--- src/rtl/ese_pkg.sv ---
package ese_pkg;
    localparam int SLICE_LINES = 32;
    localparam int TS_W        = 64;

    // bus byte offsets
    localparam int OFS_CTRL    = 'h00;
    localparam int OFS_TS_HI   = 'h04;
    localparam int OFS_TS_LO   = 'h08;
    localparam int OFS_SRC     = 'h0C;
    localparam int OFS_CUR     = 'h10;
    localparam int OFS_PREV    = 'h14;
    localparam int OFS_CMD     = 'h1C;
    localparam int OFS_STAT    = 'h20;
    localparam int OFS_MASK0   = 'h40;
    localparam int MASK_STRIDE = 'h20;

    typedef struct packed {
        logic [TS_W-1:0]        ts;
        logic [7:0]             slice;
        logic [SLICE_LINES-1:0] prev;
        logic [SLICE_LINES-1:0] cur;
    } ese_entry_t;

    typedef enum logic [1:0] {
        ST_OFF   = 2'd0,
        ST_WATCH = 2'd1,
        ST_MOVE  = 2'd2
    } ese_state_t;
endpackage

--- src/rtl/ese_slice_watch.sv ---
module ese_slice_watch import ese_pkg::*; #(
    parameter int IDX = 0
) (
    input  logic                   clk,
    input  logic                   rst_n,
    input  logic [SLICE_LINES-1:0] lines_i,
    input  logic [SLICE_LINES-1:0] mask_i,
    input  logic                   run_i,
    input  logic [TS_W-1:0]        ts_i,
    input  logic                   grant_i,
    output logic                   pend_o,
    output ese_entry_t             ent_o,
    output logic                   overrun_o
);
    logic [SLICE_LINES-1:0] sync_a, sync_b, last_q, moved;
    logic                   any_move;

    assign moved    = (sync_b ^ last_q) & mask_i;
    assign any_move = run_i && (moved != '0);
    assign overrun_o = any_move && pend_o && !grant_i;

    always_ff @(posedge clk) begin
        if (!rst_n) begin
            sync_a <= '0;
            sync_b <= '0;
            last_q <= '0;
        end else begin
            sync_a <= lines_i;
            sync_b <= sync_a;
            last_q <= sync_b;
        end
    end

    always_ff @(posedge clk) begin
        if (!rst_n) begin
            pend_o <= 1'b0;
            ent_o  <= '0;
        end else if (!run_i) begin
            pend_o <= 1'b0;
        end else if (any_move && (!pend_o || grant_i)) begin
            pend_o     <= 1'b1;
            ent_o.ts   <= ts_i;
            ent_o.slice <= 8'(IDX);
            ent_o.prev <= last_q;
            ent_o.cur  <= (sync_b & mask_i) | (last_q & ~mask_i);
        end else if (grant_i) begin
            pend_o <= 1'b0;
        end
    end
endmodule

--- src/rtl/ese_event_fifo.sv ---
module ese_event_fifo import ese_pkg::*; #(
    parameter int DEPTH = 16
) (
    input  logic                         clk,
    input  logic                         rst_n,
    input  logic                         push_i,
    input  ese_entry_t                   data_i,
    input  logic                         pop_i,
    output ese_entry_t                   head_o,
    output logic [$clog2(DEPTH+1)-1:0]   count_o,
    output logic                         drop_o
);
    localparam int AW = (DEPTH > 1) ? $clog2(DEPTH) : 1;
    localparam int CW = $clog2(DEPTH+1);

    ese_entry_t     mem [DEPTH];
    logic [AW-1:0]  wr_ptr, rd_ptr;
    logic           do_push, do_pop;

    assign do_pop  = pop_i && (count_o != '0);
    assign do_push = push_i && (count_o != CW'(DEPTH));
    assign drop_o  = push_i && (count_o == CW'(DEPTH));
    assign head_o  = (count_o != '0) ? mem[rd_ptr] : '0;

    function automatic logic [AW-1:0] bump(input logic [AW-1:0] p);
        return (p == AW'(DEPTH-1)) ? '0 : p + 1'b1;
    endfunction

    always_ff @(posedge clk) begin
        if (do_push) mem[wr_ptr] <= data_i;
    end

    always_ff @(posedge clk) begin
        if (!rst_n) begin
            wr_ptr  <= '0;
            rd_ptr  <= '0;
            count_o <= '0;
        end else begin
            if (do_push) wr_ptr <= bump(wr_ptr);
            if (do_pop)  rd_ptr <= bump(rd_ptr);
            count_o <= count_o + CW'(do_push) - CW'(do_pop);
        end
    end
endmodule

--- src/rtl/ese_collect.sv ---
module ese_collect import ese_pkg::*; #(
    parameter int N = 3
) (
    input  logic                 clk,
    input  logic                 rst_n,
    input  logic                 run_i,
    input  logic [N-1:0]         pend_i,
    input  ese_entry_t [N-1:0]   ent_i,
    output logic                 push_o,
    output ese_entry_t           ent_o,
    output logic [N-1:0]         grant_o
);
    ese_state_t   state_q, state_d;
    logic [N-1:0] pick;

    // lowest holding slice
    always_comb begin
        pick = '0;
        for (int s = N-1; s >= 0; s--) begin
            if (pend_i[s]) pick = N'(1) << s;
        end
    end

    always_ff @(posedge clk) begin
        if (!rst_n) state_q <= ST_OFF;
        else        state_q <= state_d;
    end

    always_comb begin
        state_d = state_q;
        unique case (state_q)
            ST_OFF:   state_d = run_i ? ST_WATCH : ST_OFF;
            ST_WATCH: begin
                if (!run_i)              state_d = ST_OFF;
                else if (pend_i != '0)   state_d = ST_MOVE;
            end
            ST_MOVE: begin
                if (!run_i)                       state_d = ST_OFF;
                else if ((pend_i & ~pick) == '0)  state_d = ST_WATCH;
            end
            default:  state_d = ST_OFF;
        endcase
    end

    always_comb begin
        push_o  = 1'b0;
        grant_o = '0;
        ent_o   = '0;
        if (state_q == ST_MOVE && run_i && pend_i != '0) begin
            push_o  = 1'b1;
            grant_o = pick;
            for (int s = 0; s < N; s++) begin
                if (pick[s]) ent_o = ent_i[s];
            end
        end
    end
endmodule

--- src/rtl/edge_stamp_engine.sv ---
module edge_stamp_engine import ese_pkg::*; #(
    parameter int N_SLICES   = 3,
    parameter int FIFO_DEPTH = 16,
    parameter int TICK_DIV   = 8,
    parameter int ADDR_W     = 12
) (
    input  logic                            clk,
    input  logic                            rst_n,
    input  logic [N_SLICES*SLICE_LINES-1:0] lines_i,
    input  logic [ADDR_W-1:0]               bus_addr,
    input  logic                            bus_wr,
    input  logic [31:0]                     bus_wdata,
    output logic [31:0]                     bus_rdata,
    output logic                            irq_o
);
    localparam int CW = $clog2(FIFO_DEPTH+1);
    localparam int PW = (TICK_DIV > 1) ? $clog2(TICK_DIV) : 1;

    logic                    ctrl_en, ctrl_ie;
    logic [7:0]              ctrl_thr;
    logic [SLICE_LINES-1:0]  mask_q [N_SLICES];
    logic                    ovf_q;
    logic [PW-1:0]           pre_q;
    logic [TS_W-1:0]         ts_q;

    logic [N_SLICES-1:0]     pend, grant, overrun;
    ese_entry_t [N_SLICES-1:0] slice_ent;
    ese_entry_t              push_ent, head;
    logic                    fifo_push, fifo_drop;
    logic [CW-1:0]           fifo_cnt;
    logic                    cmd_pop, cmd_clr;

    function automatic logic [ADDR_W-1:0] mask_addr(input int s);
        return ADDR_W'(OFS_MASK0 + s * MASK_STRIDE);
    endfunction

    assign cmd_pop = bus_wr && bus_addr == ADDR_W'(OFS_CMD) && bus_wdata[0];
    assign cmd_clr = bus_wr && bus_addr == ADDR_W'(OFS_CMD) && bus_wdata[1];

    // tick counter
    always_ff @(posedge clk) begin
        if (!rst_n) begin
            pre_q <= '0;
            ts_q  <= '0;
        end else if (pre_q == PW'(TICK_DIV-1)) begin
            pre_q <= '0;
            ts_q  <= ts_q + 1'b1;
        end else begin
            pre_q <= pre_q + 1'b1;
        end
    end

    // control and mask registers
    always_ff @(posedge clk) begin
        if (!rst_n) begin
            ctrl_en  <= 1'b0;
            ctrl_ie  <= 1'b0;
            ctrl_thr <= 8'd1;
            for (int s = 0; s < N_SLICES; s++) mask_q[s] <= '0;
        end else if (bus_wr) begin
            if (bus_addr == ADDR_W'(OFS_CTRL)) begin
                ctrl_en  <= bus_wdata[0];
                ctrl_ie  <= bus_wdata[1];
                ctrl_thr <= bus_wdata[15:8];
            end
            for (int s = 0; s < N_SLICES; s++) begin
                if (bus_addr == mask_addr(s)) mask_q[s] <= bus_wdata;
            end
        end
    end

    always_ff @(posedge clk) begin
        if (!rst_n)                            ovf_q <= 1'b0;
        else if (fifo_drop || overrun != '0)   ovf_q <= 1'b1;
        else if (cmd_clr)                      ovf_q <= 1'b0;
    end

    for (genvar s = 0; s < N_SLICES; s++) begin : g_slice
        ese_slice_watch #(.IDX(s)) u_watch (
            .clk       (clk),
            .rst_n     (rst_n),
            .lines_i   (lines_i[s*SLICE_LINES +: SLICE_LINES]),
            .mask_i    (mask_q[s]),
            .run_i     (ctrl_en),
            .ts_i      (ts_q),
            .grant_i   (grant[s]),
            .pend_o    (pend[s]),
            .ent_o     (slice_ent[s]),
            .overrun_o (overrun[s])
        );
    end

    ese_collect #(.N(N_SLICES)) u_collect (
        .clk     (clk),
        .rst_n   (rst_n),
        .run_i   (ctrl_en),
        .pend_i  (pend),
        .ent_i   (slice_ent),
        .push_o  (fifo_push),
        .ent_o   (push_ent),
        .grant_o (grant)
    );

    ese_event_fifo #(.DEPTH(FIFO_DEPTH)) u_fifo (
        .clk     (clk),
        .rst_n   (rst_n),
        .push_i  (fifo_push),
        .data_i  (push_ent),
        .pop_i   (cmd_pop),
        .head_o  (head),
        .count_o (fifo_cnt),
        .drop_o  (fifo_drop)
    );

    assign irq_o = ctrl_ie && (8'(fifo_cnt) >= ctrl_thr);

    always_comb begin
        bus_rdata = '0;
        case (bus_addr)
            ADDR_W'(OFS_CTRL):  bus_rdata = {16'd0, ctrl_thr, 6'd0, ctrl_ie, ctrl_en};
            ADDR_W'(OFS_TS_HI): bus_rdata = head.ts[63:32];
            ADDR_W'(OFS_TS_LO): bus_rdata = head.ts[31:0];
            ADDR_W'(OFS_SRC):   bus_rdata = {8'd0, head.slice, 16'd0};
            ADDR_W'(OFS_CUR):   bus_rdata = head.cur;
            ADDR_W'(OFS_PREV):  bus_rdata = head.prev;
            ADDR_W'(OFS_STAT):  bus_rdata = {16'd0, 8'(fifo_cnt), 7'd0, ovf_q};
            default: begin
                for (int s = 0; s < N_SLICES; s++) begin
                    if (bus_addr == mask_addr(s)) bus_rdata = mask_q[s];
                end
            end
        endcase
    end
endmodule

--- config.mk ---
export PLATFORM = sky130hd
export DESIGN_NAME = edge_stamp_engine
export DESIGN_NICKNAME = d
export VERILOG_FILES = /design/src/rtl/ese_pkg.sv /design/src/rtl/ese_slice_watch.sv /design/src/rtl/ese_event_fifo.sv /design/src/rtl/ese_collect.sv /design/src/rtl/edge_stamp_engine.sv
export SDC_FILE = /design/constraint.sdc
export NUM_CORES = 2
export LEC_CHECK = 0
export ABC_AREA = 0
export BUFFER_PORTS_ARGS = -buffer_cell sky130_fd_sc_hd__clkbuf_2
export CAP_MARGIN = 20
export CORE_ASPECT_RATIO = 1.2
export CORE_MARGIN = 1.5
export CORE_UTILIZATION = 30
export DETAILED_ROUTE_END_ITERATION = 10
export PLACE_DENSITY = 0.44
export SLEW_MARGIN = 30
export SYNTH_ARGS = -nofsm -noshare
export SYNTH_HDL_FRONTEND = slang
export SYNTH_HIERARCHICAL = 1
export SYNTH_SLANG_ARGS = --single-unit
--- constraint.sdc ---
create_clock -name clk -period 37.3 [get_ports clk]
set_clock_uncertainty 0.15 [all_clocks]
set_input_delay 3.73 -clock clk [delete_from_list [all_inputs] [get_ports clk]]
set_output_delay 3.73 -clock clk [all_outputs]
set_load 0.01 [all_outputs]
After elaboration in Yosys (flattened, before gate mapping). Memory sizes are Yosys's and may differ from the RTL's. A register that Yosys moved wholly into a read port is not among the register bits. Cells that the tools add are included.

Register bits after elaboration: 770. Bits in writable memories: 2272. Bits of input ports: 143. Output and inout bits: 33. Word-level logic and storage cells: 186. Memories: 2.

Memory list: u_fifo.mem (depth 16, bits a word 136, read ports 1, clocked after memory_dff 1, wr ports 1, line ese_event_fifo.sv:16) `ese_entry_t mem [DEPTH];`; mask_q (depth 3, bits a word 32, read ports 3, clocked after memory_dff 0, wr ports 3, line edge_stamp_engine.sv:21) `logic [SLICE_LINES-1:0] mask_q [N_SLICES];`.

Add/sub/neg operators: 6. Magnitude comparators: 1. Equality and inequality tests: 19. Mux-type cells: 50. Bitwise gates (word level): 24. Reductions and logical operators: 51.

Operators with widths (number): 2-to-1 mux 136 bit (5); bitwise AND 32 bit (9); case mux 32 bit (7 select lines) (1); 2-to-1 mux 32 bit (6); inverter 32 bit (3); bitwise OR 32 bit (3); nonzero test 32 bit (3); bitwise XOR 32 bit (3); adder 64 x 1 -> 64 bit (second input constant) (1); == test 12 x 5 -> 1 bit (second input constant) (3); 2-to-1 mux 1 bit (25); == test 12 x 4 -> 1 bit (second input constant) (2); == test 12 x 7 -> 1 bit (second input constant) (2); logical AND 1 bit (21); 2-to-1 mux 4 bit (4); == test 12 x 3 -> 1 bit (second input constant) (1); == test 12 x 6 -> 1 bit (second input constant) (1); == test 12 x 8 -> 1 bit (second input constant) (1); logical NOT 12 bit (1); 2-to-1 mux 3 bit (4); AND reduction 2 bit (6); adder 4 x 1 -> 4 bit (second input constant) (2); == test 4 bit (second input constant) (2); greater-or-equal comparator 5 x 8 -> 1 bit (1); 23 further kinds (41).

Longest topological paths before layout.
Word-level depth: 9. Depth in mapped cells: 15. Gate-level depth less buffers: 13.

Modules after synthesis. The synthesis kept the hierarchy.

By module, submodules not included: ese_event_fifo (times used 1, cells an instance 3430, area each 82250.1 um^2, sequential area each 65683.0 um^2); ese_slice_watch at g_slice[1].u_watch ... (times used 2, cells an instance 835, area each 8466.9 um^2, sequential area each 4524.3 um^2); edge_stamp_engine (times used 1, cells an instance 924, area each 9018.6 um^2, sequential area each 4444.3 um^2); ese_slice_watch at g_slice[0].u_watch (times used 1, cells an instance 833, area each 8451.9 um^2, sequential area each 4504.3 um^2); ese_collect (times used 1, cells an instance 501, area each 3176.8 um^2, sequential area each 40.0 um^2).

Least setup slack after synthesis. No wires, ideal clock.

Path type: flip-flop to flip-flop. From: reg ctrl_en. To: mem u_fifo/mem[0][0] (netlist name) (enable). Setup time: 0.798 ns. Data arrival time: 10.808 ns. Required time: 36.352 ns. Setup slack: 25.544 ns. Stages on the path, launching flop included: 9. Path buffers: 2. Period minus slack after synthesis: 11.756 ns. Cells stage by stage: dfxtp_1 > nand3b_1 > or2_1 > buf_2 > inv_1 > and2_1 > clkbuf_1 > nand2_1 > nor3_1.

Word-level cells in the longest chain between the ends: 6.

Ends and longest elaborated chain: start: declaration (line edge_stamp_engine.sv:19) `logic ctrl_en, ctrl_ie;`; start signal: assignment (line edge_stamp_engine.sv:62) `ctrl_en <= bus_wdata[0];`; logical AND 1 bit (2 in series) (line ese_collect.sv:49) `if (state_q == ST_MOVE && run_i && pend_i != '0) begin`; 2-to-1 mux 1 bit (line ese_collect.sv:49); via fifo_push (line edge_stamp_engine.sv:29) `logic fifo_push, fifo_drop;`; logical AND 1 bit (line ese_event_fifo.sv:21) `assign do_push = push_i && (count_o != CW'(DEPTH));`; 2-to-1 mux 1 bit (line ese_event_fifo.sv:30) `if (do_push) mem[wr_ptr] <= data_i;`; 2-to-1 mux 1 bit (implied by the code) (line ese_event_fifo.sv:30); end: declaration (line ese_event_fifo.sv:16).

The timed path passes the listed nets, and every way through them passes these cells.

Worst setup path in the final report.
From: in bus_addr[11]. To: out bus_rdata[11].

Word-level cells in the longest chain between the ends: 5. Elaborated cells between the ends (all ways): 14. Classes of those cells: 9 x eq/ne; 4 x mux; 1 x reduce/logical.

Ends and longest elaborated chain: start: declaration (line edge_stamp_engine.sv:10) `input logic [ADDR_W-1:0] bus_addr,`; == test 12 x 7 -> 1 bit (line edge_stamp_engine.sv:129) `if (bus_addr == mask_addr(s)) bus_rdata = mask_q[s];`; 2-to-1 mux 32 bit (3 in series) (line edge_stamp_engine.sv:129); case mux 32 bit (7 select lines) * (line edge_stamp_engine.sv:119) `case (bus_addr)`; end: declaration (line edge_stamp_engine.sv:13) `output logic [31:0] bus_rdata,`.

Mark *: on every way between the ends. The rest lies on a longest branch, timed or not.

==> Implementation_results.wiki <==
{| class="wikitable"
! Metric !! Value
|-
| Status || completed
|-
| Capturing point of the worst reg2reg path || u_fifo/mem[12][106]$_DFFE_PP_
|-
| Power density over the cells || between 40 and 50 nW/µm²
|-
| Horizontal die dimension || ~580 µm
|-
| Post-route cell area || between 100000 and 150000 µm²
|-
| Leftover overflow at the end of global routing || 0
|-
| Number of distinct library cells after synthesis || 82
|-
| Tightest slew margin relative to the limit || 0.307
|-
| Required time of the critical path || roughly 33 ns
|-
| Post-Place Worst Slack || approximately 26 ns
|-
| Share of the synthesized area in compound gates (AO/OA/AOI/OAI) || 0.0544
|-
| Root cell of the clock tree || sky130_fd_sc_hd__clkbuf_16
|-
| Most area-hungry cell type in the Yosys netlist || sky130_fd_sc_hd__edfxtp_1
|-
| CTS tree || done
|-
| Number of design-rule violations left by the first detailed-router iteration || approximately 6300
|-
| Mean instance size in the synthesized netlist || 16.3 µm²
|-
| Hold EP || g_slice[2].u_watch/sync_b[3]$_SDFF_PN0_
|-
| Post-CTS Setup Repair Bufs || 0
|-
| Via count of the routed design || slightly below 70000
|-
| Syn. warnings || 6
|-
| Antenna Violating Nets Remaining || 0
|-
| Post-synth EDFFs || 2272
|-
| Starting Density || 0.301
|-
| CTS Buffer Depth || 4
|-
| Peak ir drop on the vdd network || between 0.03 and 0.04 mV
|-
| Post-synthesis adder-cell area fraction || 0.00213
|-
| Fin. max-slew vios || 0
|-
| CTS buffer count || approximately 320
|-
| Maximum number of pins on one net before global-route repair || 218
|-
| Number of placed I/O pins || 176
|-
| Static power due to leakage || ~40 nW
|-
| Top fanout value on the critical path || 21
|-
| Arrival time reported for the critical path endpoint || approximately 7.4 ns
|-
| Flip-flop and latch count after synthesis || 3046
|-
| Total of cells resized after clock tree synthesis || 0
|-
| Type of the most critical hold path || reg2reg
|-
| Number of DRC violations after detailed routing || 0
|-
| Critical setup path kind || in2out
|-
| Clock sink count || ~3000
|-
| Clk slew on worst S/H paths || roughly 0.05 ns
|-
| Maximum achievable frequency || between 80 and 90 MHz
|-
| Kind of end point of the critical path || output pin
|-
| Share of Yosys cell area claimed by the top area cell type || 0.569
|-
| Netlist Area Pre-Place || ~120000 µm²
|-
| Wire length of the first global-routing pass || 547000 µm
|-
| Die outline height || a little under 700 µm
|-
| Net count of the finished layout || a little under 8000
|-
| Predominant post-synthesis flop cell || sky130_fd_sc_hd__edfxtp_1
|-
| Number of H-tree levels || 5
|-
| Hold slack || approximately 0.28 ns
|-
| Final Setup Violations || 0
|-
| DR vias/cell || around 5.2
|-
| Synth Area in XOR/XNOR || 0.00994
|-
| Setup slack after layout || between 20 and 30 ns
|-
| Cells on worst reg2reg path || 10
|-
| Die Outline Area || slightly above 400000 µm²
|-
| Area Growth Syn to Fin || 15.3%
|-
| Final period demand of the worst path || ~11 ns
|-
| Setup slack of the most critical reg-to-reg path || between 30 and 40 ns
|-
| Depth of the worst hold-timing path || 1
|-
| Share of cells above drive strength 1 || 0.202
|-
| Fraction of synthesized area in multiplexers || 0.138
|-
| Hold buffer count at CTS || 0
|-
| Total Neg Setup Slack || 0 ns
|-
| Count of standard-cell rows || about 250
|-
| Final Hold Viols || 0
|-
| Worst hold path startpoint || g_slice[2].u_watch/sync_a[3]$_SDFF_PN0_
|-
| Total routing resource utilization after global routing || 0.191
|-
| Share of the yosys chip area belonging to registers || 0.699
|-
| Worst-Skew Late Latency || between 0.9 and 1 ns
|-
| Max-cap violations || 0
|-
| Critical path startpoint category || primary input
|-
| Placed inst area || between 100000 and 150000 µm²
|-
| Core Area || approximately 400000 µm²
|-
| Main combinational cell family by area after synthesis || multiplexers
|-
| Synth Area in Simple Gates || 0.0753
|-
| Initial antenna violation count || 38
|-
| Synthesized instance count || 7358
|-
| First drt pass iteration count || 6
|-
| Share of the clock period used by the worst path || 0.302
|-
| Total half-perimeter wirelength after legalization and detailed placement || between 200000 and 250000 µm
|-
| Setup repair after global routing missed its margin || no
|-
| Wire length per cell || ~30 µm
|-
| Number of global-route vias before repair || 69099
|-
| Port bufs || 175
|-
| Final wirelength || 392000 µm
|-
| FFs w/ async S/R, synth || 0
|-
| FF-to-FF Start || g_slice[1].u_watch/pend_o$_SDFFE_PN0P_
|-
| Ranking of synthesized cells by area || sky130_fd_sc_hd__edfxtp_1, sky130_fd_sc_hd__dfxtp_1, sky130_fd_sc_hd__mux4_2, sky130_fd_sc_hd__mux2i_1, sky130_fd_sc_hd__nand2_1
|-
| Core occupancy in the finished layout || 0.347
|-
| Final RePlAce weighted congestion || roughly 0.84
|-
| Worst-margin pin slew || between 1 and 1.5 ns
|}
cells by family (layout without fill, tap and decap cells):
family          after synthesis  after routing
other cells                   3             35
mux                         966            966
simple gates               1823           1823
buf+inv                     542           1018
compound gates              822            822
fa+ha+maj                    20             20
flops                      3046           3046
xor+xnor                    136            136
registers in the layout, summed over array words and instances (netlist names), named ones only:
name and count:
u_fifo/mem 2176, g_slice.u_watch/sync_b 96, g_slice.u_watch/sync_a 96, ovf_q 1, u_collect/state_q 2, ctrl_thr 8
ctrl_en 1, u_fifo/count_o 5, ts_q 64, u_fifo/rd_ptr 4, g_slice.u_watch/pend_o 3, mask_q 96
u_fifo/wr_ptr 4, g_slice.u_watch/ent_o 386, g_slice.u_watch/last_q 96, ctrl_ie 1, pre_q 3
cell usage in the layout, fill, tap and decap left out, drive strengths merged, types with 144 or more instances in the layout:
master and instances:
buf 253, nand3 144, nor2b 145, mux2i 416, edfxtp 2272, nand2 798, nor3 154, dfxtp 774
a22oi 340, and2 338, clkbuf 623, a221oi 152, mux4 544
critical path, cell delays in order:
cell and delay (ns):
sky130_fd_sc_hd__clkbuf_2 0.10, sky130_fd_sc_hd__nor4_2 0.60, sky130_fd_sc_hd__buf_4 0.33, sky130_fd_sc_hd__nand3_2 0.52, sky130_fd_sc_hd__nor2b_4 0.79, sky130_fd_sc_hd__a221oi_1 0.20, sky130_fd_sc_hd__o21ai_0 0.81, sky130_fd_sc_hd__clkbuf_2 0.28
routing by layer:
layer / track usage / part of all wire / vias to the layer above
met5: 0 / 0.00014 / -
met4: 0.0531 / 0.028 / 8
met3: 0.0244 / 0.048 / 423
met2: 0.333 / 0.50 / 1988
met1: 0.248 / 0.42 / 36308
li1: - / - / 28982
cell type report:
class	instances	area [µm²]
tap	5248	6570
antenna	13	32.5
clock buffer	450	8940
sequential	3046	83700
multi-input combinational	3789	34300
timing repair buffer	426	3400
clock inverter	122	1060
inverter	20	75.1
fill	37844	260000
cells in the mapped netlist, types with 9 or more instances:
master	n
sky130_fd_sc_hd__inv_1	20
sky130_fd_sc_hd__nand4_1	42
sky130_fd_sc_hd__a221oi_1	152
sky130_fd_sc_hd__or3_1	23
sky130_fd_sc_hd__nor3b_1	9
sky130_fd_sc_hd__nor3_1	152
sky130_fd_sc_hd__buf_4	23
sky130_fd_sc_hd__a22oi_2	50
sky130_fd_sc_hd__buf_2	109
sky130_fd_sc_hd__and4_1	11
sky130_fd_sc_hd__dfxtp_1	774
sky130_fd_sc_hd__xor2_1	125
sky130_fd_sc_hd__o21ai_0	32
sky130_fd_sc_hd__a21oi_1	97
sky130_fd_sc_hd__nand3_1	143
sky130_fd_sc_hd__buf_1	33
sky130_fd_sc_hd__o21ai_1	19
sky130_fd_sc_hd__mux2i_1	416
sky130_fd_sc_hd__edfxtp_1	2272
sky130_fd_sc_hd__o22ai_1	21
sky130_fd_sc_hd__o211a_1	102
sky130_fd_sc_hd__clkbuf_1	306
sky130_fd_sc_hd__mux4_2	544
sky130_fd_sc_hd__xnor2_1	11
sky130_fd_sc_hd__nor2b_1	145
sky130_fd_sc_hd__and3_1	14
sky130_fd_sc_hd__and2_1	337
sky130_fd_sc_hd__a22oi_1	290
sky130_fd_sc_hd__or4_1	9
sky130_fd_sc_hd__nor4_1	10
sky130_fd_sc_hd__nor2_1	88
sky130_fd_sc_hd__buf_6	49
sky130_fd_sc_hd__ha_1	18
sky130_fd_sc_hd__nand2_1	798
how the worst max path moves through the flow:
| stage | start | to | slack, ns | depth (start not counted) |
|---|---|---|---|---|
| 5_1_grt | register | bus_rdata[3] | 25.96 | 12 |
| 6_report | bus_addr[11] | bus_rdata[11] | 26.04 | 8 |
| 4_1_cts | bus_addr[3] | bus_rdata[10] | 26.17 | 8 |
| 3_5_place_dp | bus_addr[3] | bus_rdata[10] | 26.18 | 8 |
| 2_1_floorplan | ctrl_en$_SDFFE_PN0P_ | u_fifo/mem[0][0]$_DFFE_PP_ | 25.54 | 8 |
| 3_3_place_gp | bus_addr[11] | bus_rdata[11] | 25.38 | 8 |
where the power goes:
group,switching [W],internal (W)
registers,0.0000239,0.00361
logic,0.0000537,0.0000251
clock network,0.00134,0.00179
total,0.00141,0.00542
metrics by stage:
stage | std cells | total power (W)
floorplan | 7377 | 0.00374
global placement | 12511 | 0.00379
detailed placement | 12525 | 0.00379
CTS | 13097 | 0.00691
global route | 13105 | 0.00704
finish | 13114 | 0.00684
No activity file was read; power rests on OpenSTA's default activity.
